<file path="src/rtl/hue_sig_pkg.sv">
package hue_sig_pkg;
   typedef enum logic [1:0] {
      PH_IDLE   = 2'd0,
      PH_ACCUM  = 2'd1,
      PH_FROZEN = 2'd2
   } phase_t;
endpackage

</file>
<file path="src/rtl/hue_bin_counter.sv">
module hue_bin_counter #(
   parameter int CNT_W    = 12,
   parameter bit SATURATE = 1'b1
) (
   input  logic             clk,
   input  logic             rst_n,
   input  logic             clr,
   input  logic             inc,
   output logic [CNT_W-1:0] cnt
);
   logic step;

   generate
      if (SATURATE) begin : g_sat
         assign step = inc && (cnt != {CNT_W{1'b1}});
      end else begin : g_wrap
         assign step = inc;
      end
   endgenerate

   always_ff @(posedge clk or negedge rst_n) begin
      if (!rst_n)    cnt <= '0;
      else if (clr)  cnt <= '0;
      else if (step) cnt <= cnt + CNT_W'(1);
   end
endmodule

</file>
<file path="src/rtl/hue_seq_reader.sv">
module hue_seq_reader #(
   parameter int NUM_BINS = 36,
   localparam int IDX_W   = $clog2(NUM_BINS)
) (
   input  logic             clk,
   input  logic             rst_n,
   input  logic             go,
   input  logic             abort,
   output logic             active,
   output logic [IDX_W-1:0] idx,
   output logic             done
);
   localparam logic [IDX_W-1:0] LAST = IDX_W'(NUM_BINS - 1);

   always_ff @(posedge clk or negedge rst_n) begin
      if (!rst_n) begin
         active <= 1'b0;
         idx    <= '0;
         done   <= 1'b0;
      end else if (abort) begin
         active <= 1'b0;
         idx    <= '0;
         done   <= 1'b0;
      end else begin
         done <= 1'b0;
         if (active) begin
            if (idx == LAST) begin
               active <= 1'b0;
               idx    <= '0;
               done   <= 1'b1;
            end else begin
               idx <= idx + IDX_W'(1);
            end
         end else if (go) begin
            active <= 1'b1;
            idx    <= '0;
         end
      end
   end
endmodule

</file>
<file path="src/rtl/hue_sig_accum.sv">
module hue_sig_accum #(
   parameter int NUM_BINS = 36,
   parameter int CNT_W    = 12,
   parameter bit SATURATE = 1'b1,
   localparam int IDX_W   = $clog2(NUM_BINS),
   localparam int SIG_W   = NUM_BINS * CNT_W
) (
   input  logic             clk,
   input  logic             rst_n,
   input  logic             blk_start,
   input  logic             blk_end,
   input  logic             pix_vld,
   input  logic             pix_pass,
   input  logic [IDX_W-1:0] pix_bin,
   input  logic             rd_start,
   output logic [SIG_W-1:0] sig_word,
   output logic             sig_valid,
   output logic             rd_vld,
   output logic [IDX_W-1:0] rd_bin,
   output logic [CNT_W-1:0] rd_data,
   output logic             rd_done
);
   import hue_sig_pkg::*;

   generate
      if (NUM_BINS < 2) begin : g_bad_bins
         $error("hue_sig_accum: NUM_BINS must be at least 2");
      end
      if (CNT_W < 1) begin : g_bad_width
         $error("hue_sig_accum: CNT_W must be at least 1");
      end
   endgenerate

   phase_t           phase;
   logic             count_en;
   logic             bin_in_range;
   logic             rd_go;
   logic [CNT_W-1:0] cnt_arr [NUM_BINS];

   always_ff @(posedge clk or negedge rst_n) begin
      if (!rst_n)                              phase <= PH_IDLE;
      else if (blk_start)                      phase <= PH_ACCUM;
      else if (blk_end && phase == PH_ACCUM)   phase <= PH_FROZEN;
   end

   assign bin_in_range = {1'b0, pix_bin} < (IDX_W+1)'(NUM_BINS);
   assign count_en     = (phase == PH_ACCUM) && !blk_start &&
                         pix_vld && pix_pass && bin_in_range;

   generate
      for (genvar g = 0; g < NUM_BINS; g++) begin : g_bin
         hue_bin_counter #(
            .CNT_W    (CNT_W),
            .SATURATE (SATURATE)
         ) cnt_i (
            .clk   (clk),
            .rst_n (rst_n),
            .clr   (blk_start),
            .inc   (count_en && (pix_bin == IDX_W'(g))),
            .cnt   (cnt_arr[g])
         );
         assign sig_word[g*CNT_W +: CNT_W] = cnt_arr[g];
      end
   endgenerate

   assign sig_valid = (phase == PH_FROZEN);
   assign rd_go     = rd_start && sig_valid && !rd_vld;

   hue_seq_reader #(
      .NUM_BINS (NUM_BINS)
   ) rdr_i (
      .clk    (clk),
      .rst_n  (rst_n),
      .go     (rd_go),
      .abort  (blk_start),
      .active (rd_vld),
      .idx    (rd_bin),
      .done   (rd_done)
   );

   assign rd_data = rd_vld ? cnt_arr[rd_bin] : '0;
endmodule

</file>
<file path="config.mk">
export PLATFORM = sky130hd
export DESIGN_NAME = hue_sig_accum
export DESIGN_NICKNAME = d
export VERILOG_FILES = /design/src/rtl/hue_sig_pkg.sv /design/src/rtl/hue_bin_counter.sv /design/src/rtl/hue_seq_reader.sv /design/src/rtl/hue_sig_accum.sv
export SDC_FILE = /design/constraint.sdc
export NUM_CORES = 1
export LEC_CHECK = 0
export BUFFER_PORTS_ARGS = -buffer_cell sky130_fd_sc_hd__buf_2
export CAP_MARGIN = 20
export CORE_MARGIN = 2
export CORE_UTILIZATION = 52
export DETAILED_ROUTE_END_ITERATION = 16
export PLACE_DENSITY = 0.78
export SLEW_MARGIN = 20
export SYNTH_ARGS = -nofsm -noshare
export SYNTH_HDL_FRONTEND = slang
export SYNTH_SLANG_ARGS = --single-unit
</file>
<file path="constraint.sdc">
create_clock -name clk -period 2.3 [get_ports clk]
set_input_delay 0.23 -clock clk [delete_from_list [all_inputs] [get_ports clk]]
set_output_delay 0.23 -clock clk [all_outputs]
set_load 0.005 [all_outputs]
</file>
==> results.rst <==
.. list-table::
   :header-rows: 1

   * - Metric
     - Value
   * - Run status
     - finished, violations left
   * - Failing checks
     - negative setup slack
   * - Placed instance area
     - 34,300 um^2
   * - Cell count after placement
     - 4,392
   * - MaxCap Viol Count
     - 0
   * - H-tree depth
     - 2
   * - Net switching power of the design
     - 0.00416 W
   * - Cell row count
     - 84
   * - Clock tree from TritonCTS
     - yes
   * - Cell Int Power
     - 0.0128 W
   * - Share of the synthesized area in the top cell type
     - 40.0%
   * - Final wirelength
     - approximately 130 mm
   * - Die Y-Extent
     - 234 um
   * - Async S/R FF share, synth
     - 100%
   * - Mapped cell area
     - roughly 28,000 um^2
   * - Relative max-transition margin
     - 27.3%
   * - Routed wire length per instance
     - 27.4 um
   * - Worst Skew
     - approximately 31 ps
   * - Clock power frac
     - 49.0%
   * - First-pass GRT wire length
     - about 170 mm
   * - Fraction of power spent switching nets
     - 24.5%
   * - Number of global-route vias before repair
     - 27,900
   * - Total power of the final layout
     - 0.0170 W
   * - Largest stage delay, worst path
     - 490 ps
   * - Final standard cell utilization of the core
     - 76.6%
   * - Area growth from synthesis to layout
     - 45.6%
   * - Crit path cell chain
     - buf_16 -> buf_4 -> mux2_2 -> a22oi_1 -> o2111ai_2 -> nand3_2 -> nand2_1 -> buf_2
   * - Gr usage total
     - 41.2%
   * - Sum of negative setup slack
     - -11,710 ps
   * - Tmin final
     - 3260 ps
   * - Synth Register Bits
     - around 440
   * - Startpoint type of the worst setup path
     - register
   * - Number of cells on the worst reg-to-reg path
     - 7
   * - Count of flip-flops with a built-in enable after synthesis
     - 0
   * - Vias per std cell
     - between 6 and 7
   * - HPWL after detailed placement
     - 82.1 mm
   * - Clock latency on the worst-skew pair
     - 630 ps
   * - Deepest clock path buffer count
     - 3
   * - Leak
     - around 18 nW
   * - P per Cell Area
     - about 420 nW/um^2
   * - Total via count in the routed design
     - around 31,000
   * - Final ANT Viol Nets
     - 0
   * - Total count of hold-check failures in the final report
     - 0
   * - Cell type with the highest aggregate area in the netlist
     - dfrtp_1
   * - I/O pin total
     - between 400 and 500
   * - Count of TritonRoute iterations in the first routing pass
     - 8
   * - Fraction of the yosys area taken by sequential cells
     - 40.0%
   * - IR Drop Worst-Case VDD
     - about 0.54 mV
   * - Kind of capture point of the worst setup path
     - output port
   * - Drc violations
     - 0
   * - Flop pwr share
     - a little under half
   * - Final cycle utilization of the critical path
     - 142%
   * - Routability congestion estimate
     - 1.02
   * - Synthesized netlist cell count
     - 2,908
   * - Critical path start-end classification
     - reg -> out
   * - TritonCTS Buffers
     - 51
   * - Cell at the root of the clock tree
     - clkbuf_16
   * - Worst path required time
     - 2070 ps
   * - Share of cells above drive strength 1
     - 41.6%
   * - Peak fanout along the critical path
     - 11
   * - Slowest CP cell
     - dfrtp_4
   * - Buffers plus inverters on the worst setup path
     - 3
   * - Sum of overflow across all layers after global routing
     - 0
   * - Initial core utilization
     - 52.6%
   * - Final Net Count
     - 3,906
   * - Dominant register cell in the synthesized netlist
     - dfrtp_1
   * - Post-route insts no fill
     - around 4,600
   * - Worst path top cell family by delay
     - compound AO/OA/AOI/OAI gates
   * - Sinks on the clock net
     - 442
   * - Count of input and output buffers
     - 465
   * - Setup repair after global routing missed its margin
     - true
   * - DRT iter0 DRCs
     - 4,531
   * - Distinct cells, synth
     - 70
   * - CTS clk-pin slew, worst paths
     - 60 ps
   * - Largest net degree at the start of global routing
     - 167
   * - CP Data Arrival Time
     - 3030 ps
   * - Yosys warning count
     - 0
   * - Average instance area after synthesis
     - 9.50 um^2
   * - Max Freq
     - about 310 MHz
   * - Comb power frac
     - ~5.0%
   * - Number of antenna violations at the first check in global routing
     - 6
   * - Filler cell count
     - 3,221
   * - Post-route cell area
     - 40,200 um^2
   * - Class of the tightest hold or removal check
     - in -> async
   * - Horiz. Die Dim
     - 234 um
   * - Setup-failing EPs final
     - 62
   * - Floorplan die area
     - 55,000 um^2
   * - Post-route setup slack
     - -961 ps
   * - Reg-to-reg critical path startpoint
     - phase[1]
   * - Std-Cell Core Area
     - 52,600 um^2
   * - Pin slew with the least headroom to its limit
     - 1080 ps
   * - Max-slew violation total from the final report
     - 0
   * - Dominant cells by area after synthesis
     - dfrtp_1, mux4_2, xnor2_1, nor2_1, nor4_1
   * - Total nets after synthesis
     - 2,958
   * - Endpoint of the worst-slack reg-to-reg timing path
     - g_bin[25].cnt_i.cnt[7]
   * - Setup slack on the worst flop-to-flop path
     - -130 ps
## placed cells by master (no fill, tap or decap), drive strengths merged, types with 24 or more instances in the layout
| master | Yosys | routed |
|---|---|---|
| inv | 49 | 52 |
| ha | 37 | 37 |
| nor4 | 158 | 158 |
| a21oi | 90 | 90 |
| dfrtp | 442 | 442 |
| mux2i | 79 | 79 |
| nor2b | 28 | 28 |
| and2 | 24 | 24 |
| or4 | 26 | 27 |
| o21ai | 61 | 61 |
| xor2 | 39 | 39 |
| or3 | 53 | 53 |
| nor4b | 39 | 39 |
| nand3 | 166 | 166 |
| mux2 | 49 | 49 |
| nor2 | 366 | 366 |
| buf | 44 | 1044 |
| nand2 | 197 | 197 |
| xnor2 | 212 | 212 |
| nand4 | 130 | 130 |
| mux4 | 85 | 85 |
| and3 | 55 | 55 |
| clkbuf | 118 | 79 |
| and4 | 41 | 41 |
| nor3 | 89 | 89 |
## cell usage after synthesis, types with 24 or more instances
library cell	number
dfrtp_1	442
nor2_1	366
xnor2_1	212
nand2_1	197
nand3_1	166
nor4_1	153
nand4_1	130
clkbuf_1	118
a21oi_1	90
nor3_1	88
mux4_2	85
mux2i_1	79
o21ai_0	61
and3_1	55
or3_1	53
mux2_2	49
inv_1	48
and4_1	41
xor2_1	39
ha_1	37
nor4b_1	35
nor2b_1	28
buf_2	27
or4_1	25
and2_1	24
## layout make-up
class,instances,area [um^2],area share [%]
multi-input combinational,2257,18700,46.5
inverter,50,188,0.466
clock buffer,72,1470,3.64
timing repair buffer,1054,7730,19.2
antenna,3,7.51,0.0187
tap,688,861,2.14
clock inverter,18,186,0.463
sequential,442,11100,27.5
## flip-flops by register name, indices dropped and copies added, names as in the netlist
signal	cells
rdr_i.idx	6
rdr_i.done	1
g_bin.cnt_i.cnt	432
phase	2
rdr_i.active	1
## power by group through the flow
stage / Clock (W) / Sequential (W) / Combinational [W]
global placement: 0 / 0.00793 / 0.000709
global route: 0.00864 / 0.00778 / 0.000901
floorplan: 0 / 0.00793 / 0.000286
CTS: 0.00827 / 0.00779 / 0.000776
detailed placement: 0 / 0.00793 / 0.000719
finish: 0.00832 / 0.00779 / 0.000856
## worst max-delay path by stage
stage                       from                     end  slack (ps)  cells past startpoint
global placement    rdr_i.idx[1]             rd_data[10]        -440                      6
detailed placement  rdr_i.idx[1]             rd_data[10]        -440                      6
global route        rdr_i.idx[1]              rd_data[7]        -980                      9
CTS                 rdr_i.idx[1]             rd_data[10]        -830                      7
floorplan               phase[1]  g_bin[15].cnt_i.cnt[7]         -10                      7
finish              rdr_i.idx[0]              rd_data[7]        -960                      8
## routing by layer
| layer | track usage, % | routed length, um |
|---|---|---|
| met1 | 54.0 | 43400 |
| met3 | 12.8 | 18000 |
| met2 | 61.6 | 54600 |
| met5 | 0 | 50 |
| met4 | 20.8 | 9470 |
## cell families (layout without fill, tap and decap cells)
| group | Yosys count | in the layout | share of synthesized area [%] |
|---|---|---|---|
| AOI/OAI and AO/OA | 324 | 326 | 7.91 |
| xor gates and xnor gates | 251 | 251 | 7.96 |
| muxes | 213 | 213 | 11.8 |
| and+or+nand+nor | 1429 | 1430 | 27.6 |
| DFF | 442 | 442 | 40.0 |
| adders and majority gates | 37 | 37 | 1.68 |
| other | 0 | 3 | 0 |
| buffers and inverters | 212 | 1194 | 3.00 |
## repair_timing
item | 4_1_cts | 5_1_grt
endpoints found under the hold margin | 291 | 0
hold buffers | 2 | 0
setup buffers | 28 | 63
cloned | 9 | 8
pin swaps | 80 | 154
gates resized for setup | 252 | 304
setup endpoints to repair | 126 | 264
## per-stage QoR
| stage | worst slack, ps | hold slack (ps) |
|---|---|---|
| 2_1_floorplan | -11.7 | -65.6 |
| 3_3_place_gp | -443 | 183 |
| 3_5_place_dp | -436 | 183 |
| 4_1_cts | -827 | 146 |
| 5_1_grt | -976 | 168 |
| 6_report | -961 | 124 |
## worst reg2reg max path, cell delays in order (launching register included)
cell	delay (ps)
dfrtp_1	390
buf_6	130
nor4bb_4	390
nand4b_1	210
buf_4	190
or4_4	540
or3_1	350
a21oi_1	160
Power figures use the tool's default switching activity.
